**src/rtl/adc_cap_pkg.sv**
```systemverilog
package adc_cap_pkg;

  typedef enum logic [1:0] {
    ST_IDLE = 2'd0,
    ST_CONV = 2'd1,
    ST_RUN  = 2'd2,
    ST_DONE = 2'd3
  } cap_state_t;

endpackage

```
**src/rtl/adc_rst_sync.sv**
```systemverilog
module adc_rst_sync (
  input  logic clk,
  input  logic arst_n,
  output logic rst_n_sync
);

  logic [1:0] stage_q;

  always_ff @(posedge clk or negedge arst_n) begin
    if (!arst_n) begin
      stage_q <= 2'b00;
    end else begin
      stage_q <= {stage_q[0], 1'b1};
    end
  end

  assign rst_n_sync = stage_q[1];

endmodule

```
**src/rtl/adc_sck_gen.sv**
```systemverilog
// Gated serial clock: a half-period divider toggles a phase bit TOGGLES
// times per frame, then the clock rests at the idle level.
module adc_sck_gen #(
  parameter int unsigned HALF_DIV = 25,
  parameter logic        IDLE_LVL = 1'b0,
  parameter int unsigned TOGGLES  = 72
) (
  input  logic clk,
  input  logic rst_n,
  input  logic run,
  output logic sck,
  output logic rise,
  output logic last
);

  localparam int unsigned DIV_W = (HALF_DIV > 1) ? $clog2(HALF_DIV) : 1;
  localparam int unsigned TOG_W = $clog2(TOGGLES + 1);

  logic [DIV_W-1:0] div_q, div_d;
  logic [TOG_W-1:0] tog_q, tog_d;
  logic             phase_q, phase_d;
  logic             sck_q;
  logic             tick;

  assign tick = run && (div_q == DIV_W'(HALF_DIV - 1));
  assign last = tick && (tog_q == TOG_W'(TOGGLES - 1));

  always_comb begin
    div_d   = div_q;
    tog_d   = tog_q;
    phase_d = phase_q;
    if (!run) begin
      div_d = '0;
      tog_d = '0;
    end else if (tick) begin
      div_d   = '0;
      tog_d   = tog_q + 1'b1;
      phase_d = ~phase_q;
    end else begin
      div_d = div_q + 1'b1;
    end
  end

  always_ff @(posedge clk or negedge rst_n) begin
    if (!rst_n) begin
      div_q   <= '0;
      tog_q   <= '0;
      phase_q <= 1'b0;
      sck_q   <= IDLE_LVL;
    end else begin
      div_q   <= div_d;
      tog_q   <= tog_d;
      phase_q <= phase_d;
      sck_q   <= sck;
    end
  end

  // Phase 0 is the resting level; the pin level is the phase shifted by IDLE_LVL.
  assign sck  = phase_q ^ IDLE_LVL;
  // Rising-edge detect in the fast domain, one cycle after the pin rises.
  assign rise = sck & ~sck_q;

endmodule

```
**src/rtl/adc_frame_ctrl.sv**
```systemverilog
module adc_frame_ctrl
  import adc_cap_pkg::*;
(
  input  logic clk,
  input  logic rst_n,
  input  logic start_req,
  input  logic last_tog,
  output logic conv,
  output logic run,
  output logic done
);

  cap_state_t state_q, state_d;

  always_comb begin
    state_d = state_q;
    unique case (state_q)
      ST_IDLE: if (start_req) state_d = ST_CONV;
      ST_CONV: state_d = ST_RUN;
      ST_RUN:  if (last_tog) state_d = ST_DONE;
      ST_DONE: state_d = ST_IDLE;
      default: state_d = ST_IDLE;
    endcase
  end

  always_ff @(posedge clk or negedge rst_n) begin
    if (!rst_n) begin
      state_q <= ST_IDLE;
    end else begin
      state_q <= state_d;
    end
  end

  assign conv = (state_q == ST_CONV);
  assign run  = (state_q == ST_RUN);
  assign done = (state_q == ST_DONE);

endmodule

```
**src/rtl/adc_shift_store.sv**
```systemverilog
// Counts detected rising edges, shifts each channel's window into its own
// shift register and copies all of them to the result registers on commit.
module adc_shift_store #(
  parameter int unsigned DATA_W = 14,
  parameter int unsigned LEAD   = 2,
  parameter int unsigned SLOT   = 18,
  parameter int unsigned N_CH   = 2
) (
  input  logic                     clk,
  input  logic                     rst_n,
  input  logic                     clear,
  input  logic                     rise,
  input  logic                     miso,
  input  logic                     commit,
  output logic [N_CH*DATA_W-1:0]   result,
  output logic                     valid
);

  localparam int unsigned FRAME = N_CH * SLOT;
  localparam int unsigned IDX_W = $clog2(FRAME + 1);

  logic [1:0]       miso_s;
  logic [IDX_W-1:0] idx_q, idx_d;
  logic             valid_d;

  always_comb begin
    idx_d = idx_q;
    if (clear) begin
      idx_d = '0;
    end else if (rise) begin
      idx_d = idx_q + 1'b1;
    end
    valid_d = commit;
  end

  always_ff @(posedge clk or negedge rst_n) begin
    if (!rst_n) begin
      miso_s <= 2'b00;
      idx_q  <= '0;
      valid  <= 1'b0;
    end else begin
      miso_s <= {miso_s[0], miso};
      idx_q  <= idx_d;
      valid  <= valid_d;
    end
  end

  for (genvar ch = 0; ch < N_CH; ch++) begin : g_chan
    localparam int unsigned FIRST = ch * SLOT + LEAD;
    localparam int unsigned LAST  = FIRST + DATA_W - 1;

    logic [DATA_W-1:0] sh_q, sh_d;
    logic [DATA_W-1:0] res_q, res_d;
    logic              in_win;

    always_comb begin
      in_win = rise && (idx_q >= IDX_W'(FIRST)) && (idx_q <= IDX_W'(LAST));
      sh_d   = in_win ? {sh_q[DATA_W-2:0], miso_s[1]} : sh_q;
      res_d  = commit ? sh_q : res_q;
    end

    always_ff @(posedge clk or negedge rst_n) begin
      if (!rst_n) begin
        sh_q  <= '0;
        res_q <= '0;
      end else begin
        sh_q  <= sh_d;
        res_q <= res_d;
      end
    end

    assign result[ch*DATA_W +: DATA_W] = res_q;
  end

endmodule

```
**src/rtl/adc_dual_capture.sv**
```systemverilog
module adc_dual_capture #(
  parameter int unsigned SYS_DIV    = 50,
  parameter logic        SCK_IDLE   = 1'b0,
  parameter int unsigned DATA_W     = 14,
  parameter int unsigned LEAD_BITS  = 2,
  parameter int unsigned TRAIL_BITS = 2
) (
  input  logic              clk,
  input  logic              rst_n,
  input  logic              start_req,
  input  logic              adc_miso,
  output logic              adc_sck,
  output logic              adc_conv,
  output logic [DATA_W-1:0] ch0_data,
  output logic [DATA_W-1:0] ch1_data,
  output logic              data_valid
);

  localparam int unsigned N_CH     = 2;
  localparam int unsigned SLOT     = LEAD_BITS + DATA_W + TRAIL_BITS;
  localparam int unsigned PULSES   = N_CH * SLOT;
  localparam int unsigned TOGGLES  = 2 * PULSES;
  localparam int unsigned HALF_DIV = SYS_DIV / 2;

  logic                   rst_n_int;
  logic                   run, done, last_tog, rise;
  logic [N_CH*DATA_W-1:0] results;

  adc_rst_sync u_rst (
    .clk        (clk),
    .arst_n     (rst_n),
    .rst_n_sync (rst_n_int)
  );

  adc_frame_ctrl u_ctrl (
    .clk       (clk),
    .rst_n     (rst_n_int),
    .start_req (start_req),
    .last_tog  (last_tog),
    .conv      (adc_conv),
    .run       (run),
    .done      (done)
  );

  adc_sck_gen #(
    .HALF_DIV (HALF_DIV),
    .IDLE_LVL (SCK_IDLE),
    .TOGGLES  (TOGGLES)
  ) u_sck (
    .clk   (clk),
    .rst_n (rst_n_int),
    .run   (run),
    .sck   (adc_sck),
    .rise  (rise),
    .last  (last_tog)
  );

  adc_shift_store #(
    .DATA_W (DATA_W),
    .LEAD   (LEAD_BITS),
    .SLOT   (SLOT),
    .N_CH   (N_CH)
  ) u_store (
    .clk    (clk),
    .rst_n  (rst_n_int),
    .clear  (adc_conv),
    .rise   (rise),
    .miso   (adc_miso),
    .commit (done),
    .result (results),
    .valid  (data_valid)
  );

  assign ch0_data = results[0 +: DATA_W];
  assign ch1_data = results[DATA_W +: DATA_W];

endmodule

```
**config.mk**
```make
export PLATFORM = sky130hd
export DESIGN_NAME = adc_dual_capture
export DESIGN_NICKNAME = d
export VERILOG_FILES = /design/src/rtl/adc_cap_pkg.sv /design/src/rtl/adc_rst_sync.sv /design/src/rtl/adc_sck_gen.sv /design/src/rtl/adc_frame_ctrl.sv /design/src/rtl/adc_shift_store.sv /design/src/rtl/adc_dual_capture.sv
export SDC_FILE = /design/constraint.sdc
export NUM_CORES = 1
export LEC_CHECK = 0
export CORE_MARGIN = 3
export CORE_UTILIZATION = 35
export DETAILED_ROUTE_END_ITERATION = 16
export GPL_TIMING_DRIVEN = 0
export PLACE_DENSITY = 0.62
export SETUP_SLACK_MARGIN = 0.15
export SLEW_MARGIN = 10
export SYNTH_ARGS = -nofsm -noshare
export SYNTH_HDL_FRONTEND = slang
export SYNTH_SLANG_ARGS = --single-unit
export TNS_END_PERCENT = 10
```
**constraint.sdc**
```tcl
create_clock -name clk -period 2.65 [get_ports clk]
set_clock_uncertainty 0.15 [all_clocks]
set_input_delay 0.53 -clock clk [delete_from_list [all_inputs] [get_ports clk]]
set_output_delay 0.53 -clock clk [all_outputs]
set_load 0.02 [all_outputs]
```
==> results of run 1 <==
synthesized netlist by cell type (2+ instances only):
| cell type | n |
|---|---|
| nand4_1 | 6 |
| xor2_1 | 5 |
| a21oi_1 | 2 |
| inv_1 | 7 |
| mux2_4 | 10 |
| nor2_1 | 12 |
| buf_6 | 3 |
| mux2_1 | 10 |
| nand2_1 | 8 |
| xnor2_1 | 9 |
| and3_1 | 3 |
| buf_2 | 3 |
| nor2b_1 | 2 |
| mux2_2 | 37 |
| ha_1 | 11 |
| clkbuf_1 | 2 |
| dfrtp_1 | 83 |
| o21ai_0 | 2 |
| and2_1 | 7 |
critical path: stages (launching register included):
cell,delay [ns]
dfrtp_1,0.41
inv_1,0.09
ha_1,0.31
dlygate4sd2_1,0.38
cell families after synthesis:
kind of cell,synth area share [%]
flops,60.2
mux,19.7
simple gates,8.59
buf+inv,2.39
xor+xnor,3.55
fa+ha+maj,3.99
compound gates,1.52
other cells,0.109
registers in the layout, summed over array words and instances (netlist names):
name / cells
u_store.g_chan.res_q: 28
u_store.g_chan.sh_q: 28
u_sck.tog_q: 7
u_store.idx_q: 6
u_sck.div_q: 5
u_ctrl.state_q: 2
u_rst.stage_q: 2
u_store.miso_s: 2
u_sck.sck: 1
u_sck.sck_q: 1
u_store.valid: 1
power by group:
part	total, mW	switching (mW)	internal [mW]
Sequential	1.34	0.0383	1.30
Clock	0.812	0.462	0.350
Combinational	0.390	0.223	0.167
Total	2.55	0.724	1.82
metal layers:
layer | up-vias | wire, um | GRT usage (%)
li1 | 902 | - | -
met1 | 920 | 2620 | 14.2
met2 | 32 | 2370 | 15.3
met3 | 10 | 214 | 3.43
met4 | 0 | 97 | 4.22
met5 | - | 0 | 0
metrics by stage:
step / setup WS (ns) / hold slack, ns / util (%) / power, mW / instances
after CTS: 0.383 / 0.113 / 44.2 / 2.60 / 417
after floorplan: 0.744 / 0.0844 / - / 1.65 / 237
after global placement: 0.488 / 0.185 / 42.0 / 1.76 / 400
final: 0.423 / 0.101 / 44.2 / 2.55 / 417
after global routing: 0.313 / 0.125 / 44.2 / 2.69 / 417
after detailed placement: 0.487 / 0.113 / 42.3 / 1.77 / 401
layout make-up:
class	count	area, sq um
fillers	877	5260
flip-flops and latches	83	2080
multi-input cells	139	1290
repair buffers	35	367
well taps	129	161
clock buffers	10	128
plain buffers	8	56.3
clock inverters	6	48.8
inverters	7	26.3
worst paths after layout:
path	from	slack [ns]	end	cells after the start
min in group clk	u_store.miso_s[0]	0.20	u_store.miso_s[1]	0
hold / removal	u_rst.stage_q[1]	0.10	u_store.g_chan[0].sh_q[8]	0
setup / recovery	u_ctrl.state_q[1]	0.42	adc_conv	3
max in group asynchronous	u_rst.stage_q[1]	1.66	u_store.idx_q[0]	1
setup reg to reg	u_store.idx_q[1]	0.55	u_store.g_chan[1].sh_q[6]	7
hold reg to reg	u_rst.stage_q[1]	0.10	u_store.g_chan[0].sh_q[8]	0
repair_timing:
| item | 4_1_cts | 5_1_grt |
|---|---|---|
| endpoints found under the setup margin | 1 | 0 |
| endpoints found under the hold margin | 0 | 0 |
| hold buffers | 0 | 0 |
| gates resized for setup | 1 | 0 |
==> run_results.csv, run 1 <==
group,metric,value,unit
status,run_status,"complete, no violations",
timing,hold_violations,0,
grt,grt_usage,10.4,%
logic_synthesis,ys_ff_latch,83,
final_layout,layout.nets,298,
detailed_routing,wl_per_cell,12.7,um
timing,setup_tns,0,ns
floorplanning,std_cell_rows,35,
logic_synthesis,yosys.cell_types.count,34,
grt,grt_pass1_wl,9.33,mm
logic_synthesis,yosysSeqAreaShare,60.2,%
grt,grt_max_degree,56,
clocking,clkTransAtPathRegs,0.09,ns
timing,finalWorstPathRequiredPeriod,2.23,ns
floorplanning,dieArea,11100,sq um
timing,tightestPinTransition,0.572,ns
logic_synthesis,syn_nets,252,
floorplanning,core,9420,sq um
power_and_ir_drop,p_leak,1.98,nW
detailed_routing,vias,1864,
logic_synthesis,async_reset_ff_share,100,%
timing,setup_viol,0,
detailed_routing,vias_per_cell,4.47,
logic_synthesis,synth-edff-count,0,
grt,grt.overflow.total,0,
min_path,min_path_type,"reg2async",
setup_path,path_max_fanout,7,
placement,gp_congestion,0.696,
final_layout,diodes,0,
clocking,cts_max_path_buffers,2,
logic_synthesis,synthFlopType,"dfrtp_1",
logic_synthesis,yosysTopAreaCellShare,60.2,%
detailed_routing,dr.pass1.iters,3,
clocking,htreeDepth,3,
timing,fin_crit_sh,84.0,%
detailed_routing,drc,0,
placement,port_buffers,34,
floorplanning,die-width,105,um
clocking,insertion_delay,0.35,ns
final_layout,syn_to_final_growth,20.5,%
logic_synthesis,syn_inst,237,
detailed_routing,ant_nets,0,
logic_synthesis,ys_warn_count,0,
clocking,cts_tree,"yes",
floorplanning,start_util,36.7,%
clocking,cts_sinks,83,
final_layout,final_cell_mix,"dfrtp_1 (82), mux2_2 (37), clkdlybuf4s50_1 (33)",
final_layout,final_common_cell,"dfrtp_1",
power_and_ir_drop,ir_worst_vdd,0.512,mV
job,maxCapViolations,0,
clocking,post_cts_buffers,0,
logic_synthesis,syn_area_per_cell,14.6,sq um
floorplanning,die_y,105,um
final_layout,drive_gt1_share,25.7,%
grt,antenna_found_initial,0,
timing,fmax,449,MHz
power_and_ir_drop,p_per_area,612,nW/um^2
placement,dpl.hpwl,3.65,mm
timing,drv_slew,0,
detailed_routing,first_iter_violations,74,
logic_synthesis,post_synth_instance_area,3450,sq um
setup_path,critical_path_required,1.97,ns
setup_path,cp-end-kind,"output pin",
clocking,cts-root-buf,"clkbuf_8",
placement,placed_area,3990,sq um
floorplanning,pin_count,35,
timing,max_slew_margin,61.8,%
logic_synthesis,synth_area_leaders,"dfrtp_1 (60%), mux2_2 (12%), mux2_4 (4.3%)",
setup_path,criticalPathCategory,"reg2out",
setup_path,worstSetupStartpointType,"flip-flop",
timing,rsz0062_at_grt,"no",
detailed_routing,wl,5.30,mm
logic_synthesis,yosysTopAreaCell,"dfrtp_1",
clocking,cts-buffers-inserted,9,
setup_path,cp_data_arrival_time,1.55,ns
grt,grt_pass1_vias,1919,
final_layout,final_area,4160,sq um
Power figures use the tool's default switching activity.
==> run 2, diff against run 1 <==
--- a/config.mk
+++ b/config.mk
@@ -9,7 +9,7 @@
 export CORE_UTILIZATION = 35
 export DETAILED_ROUTE_END_ITERATION = 16
 export GPL_TIMING_DRIVEN = 0
-export PLACE_DENSITY = 0.62
+export PLACE_DENSITY = 0.61
 export SETUP_SLACK_MARGIN = 0.15
 export SLEW_MARGIN = 10
 export SYNTH_ARGS = -nofsm -noshare
==> constraint.sdc (replaced) <==
create_clock -name clk -period 2.26 [get_ports clk]
set_clock_uncertainty 0.15 [all_clocks]
set_input_delay 0.452 -clock clk [delete_from_list [all_inputs] [get_ports clk]]
set_output_delay 0.452 -clock clk [all_outputs]
set_load 0.02 [all_outputs]
==> run 2 against run 1 <==
Effect of this change:
- hold slack better by 0.0092 ns
- non-clock buffer count grew 3
- register-to-register slack lost 0.26 ns
- global-route usage up 0.11 points
- sequential power is 18% higher
- clock-buffer cell count is the same
- via count rose by 1.9%
- worst setup slack got worse by 0.17 ns
- die area is the same
- design area grew 1.7%
- critical path depth did not move
- first-iteration DRC count is 6.8% higher
- highest routed layer unchanged
==> run_results.csv, run 2 (same netlist as run 1, synthesis figures left out) <==
group,metric,value,unit
status,run_status,"complete, no violations",
grt,grt_max_degree,54,
floorplanning,start_util,36.7,%
power_and_ir_drop,p_sw_share,27.2,%
setup_path,path_max_fanout,7,
power_and_ir_drop,p_int,2.28,mW
final_layout,layout.nets,301,
clocking,cts_tree,"yes",
grt,grt_usage,10.6,%
job,maxCapViolations,0,
final_layout,regArea,2080,sq um
detailed_routing,drc,0,
placement,placed_area,3990,sq um
detailed_routing,ant_nets,0,
setup_path,critical_path_required,1.66,ns
setup_path,worstSetupStartpointType,"flip-flop",
final_layout,final_area,4230,sq um
power_and_ir_drop,power_frac_seq,50.3,%
floorplanning,core,9420,sq um
detailed_routing,first_iter_violations,79,
setup_path,cp_data_arrival_time,1.41,ns
final_layout,multiInputGateArea,1300,sq um
timing,setup_tns,0,ns
clocking,cts-root-buf,"clkbuf_8",
detailed_routing,wl_met3,233,um
floorplanning,dieArea,11100,sq um
detailed_routing,wl,5.34,mm
final_layout,syn_to_final_growth,22.5,%
clocking,cts_sinks,83,
detailed_routing,highest_layer,"met4",
grt,grt_pass1_vias,1903,
final_layout,drive_gt1_share,28.2,%
final_layout,final_util,44.9,%
detailed_routing,wl_per_cell,12.7,um
grt,grt_pass1_wl,9.36,mm
timing,fin_crit_sh,88.8,%
timing,setup_viol,0,
floorplanning,die-width,105,um
detailed_routing,vias,1899,
detailed_routing,vias_per_cell,4.52,
final_layout,final_common_cell,"dfrtp_1",
placement,port_buffers,34,
power_and_ir_drop,clockPowerShare,35.1,%
grt,antenna_found_initial,0,
setup_path,cp-end-kind,"output pin",
timing,rsz0062_at_grt,"yes",
detailed_routing,met1Wirelength,2.63,mm
floorplanning,pin_count,35,
power_and_ir_drop,p_leak,2.01,nW
grt,grt.overflow.total,0,
detailed_routing,wl_met2,2.42,mm
detailed_routing,dr.pass1.iters,4,
placement,dpl.hpwl,3.61,mm
power_and_ir_drop,p_per_area,741,nW/um^2
clocking,clkTransAtPathRegs,0.09,ns
clocking,htreeDepth,3,
placement,gp_congestion,0.688,
clocking,insertion_delay,0.34,ns
power_and_ir_drop,p_comb_share,14.7,%
floorplanning,std_cell_rows,35,
timing,hold_violations,0,
final_layout,reg_top3,"u_store.g_chan.res_q: 28 flops, u_store.g_chan.sh_q: 28 flops, u_sck.tog_q: 7 flops",
floorplanning,die_y,105,um
clocking,cts_max_path_buffers,2,
final_layout,diodes,0,
final_layout,final_cell_mix,"dfrtp_1 (81), mux2_2 (37), clkdlybuf4s50_1 (33)",
setup_path,criticalPathCategory,"reg2out",
timing,fmax,498,MHz
final_layout,fill_cells,870,
timing,finalWorstPathRequiredPeriod,2.01,ns
timing,drv_slew,0,
power_and_ir_drop,ir_worst_vdd,0.664,mV
power_and_ir_drop,switching_power,0.853,mW
min_path,min_path_type,"reg2async",
clocking,cts-buffers-inserted,9,
-- run 2: worst paths after layout --
kind | from | to | slack (ns) | depth (start not counted)
max | u_ctrl.state_q[1] | adc_conv | 0.25 | 3
max reg2reg | u_store.idx_q[0] | u_store.g_chan[1].sh_q[4] | 0.29 | 7
min | u_rst.stage_q[1] | u_store.g_chan[0].sh_q[7] | 0.11 | 0
max in group asynchronous | u_rst.stage_q[1] | u_store.idx_q[0] | 1.26 | 1
min in group clk | u_store.miso_s[0] | u_store.miso_s[1] | 0.20 | 0
min reg2reg | u_rst.stage_q[1] | u_store.g_chan[0].sh_q[7] | 0.11 | 0
-- run 2: timing repair --
item                                    CTS  global route
gates resized for setup                   4             3
buffers inserted                          0             3
hold buffers                              0             0
endpoints found under the setup margin   24            15
pin swaps                                 0             1
-- run 2: area by class of cell --
type                            count  share of cell area [%]
Buffer                              8                    1.36
Clock buffer                       10                    3.25
Clock inverter                      6                    1.69
Inverter                            7                   0.621
Multi-Input combinational cell    139                    30.8
Sequential cell                    83                    49.2
Tap cell                          129                    3.82
Timing Repair Buffer               38                    9.26
-- run 2: power groups by stage --
stage	sequential [mW]	clock [mW]	combinational (mW)
after floorplan	1.62	0	0.310
after global placement	1.62	0	0.439
after detailed placement	1.61	0	0.470
after CTS	1.58	1.14	0.472
after global routing	1.58	1.21	0.520
final	1.58	1.10	0.460
-- run 2: stage by stage --
stage / worst slack (ns) / hold WS (ns) / cells / power [mW]
after floorplan: 0.354 / 0.00641 / 237 / 1.93
after global placement: 0.141 / 0.185 / 400 / 2.06
after detailed placement: 0.127 / 0.122 / 401 / 2.08
after CTS: 0.144 / 0.0926 / 417 / 3.19
after global routing: 0.146 / 0.0814 / 420 / 3.31
final: 0.253 / 0.110 / 420 / 3.14
-- run 2: critical path, stage by stage, from the launching register on --
cell and delay (ns):
dfrtp_1 0.42, inv_1 0.09, ha_2 0.26, clkdlybuf4s15_2 0.29
-- run 2: layer usage --
layer	track usage [%]	up-vias
met5	0	-
met4	3.66	0
met3	4.16	6
met2	15.4	34
met1	14.3	947
li1	-	912
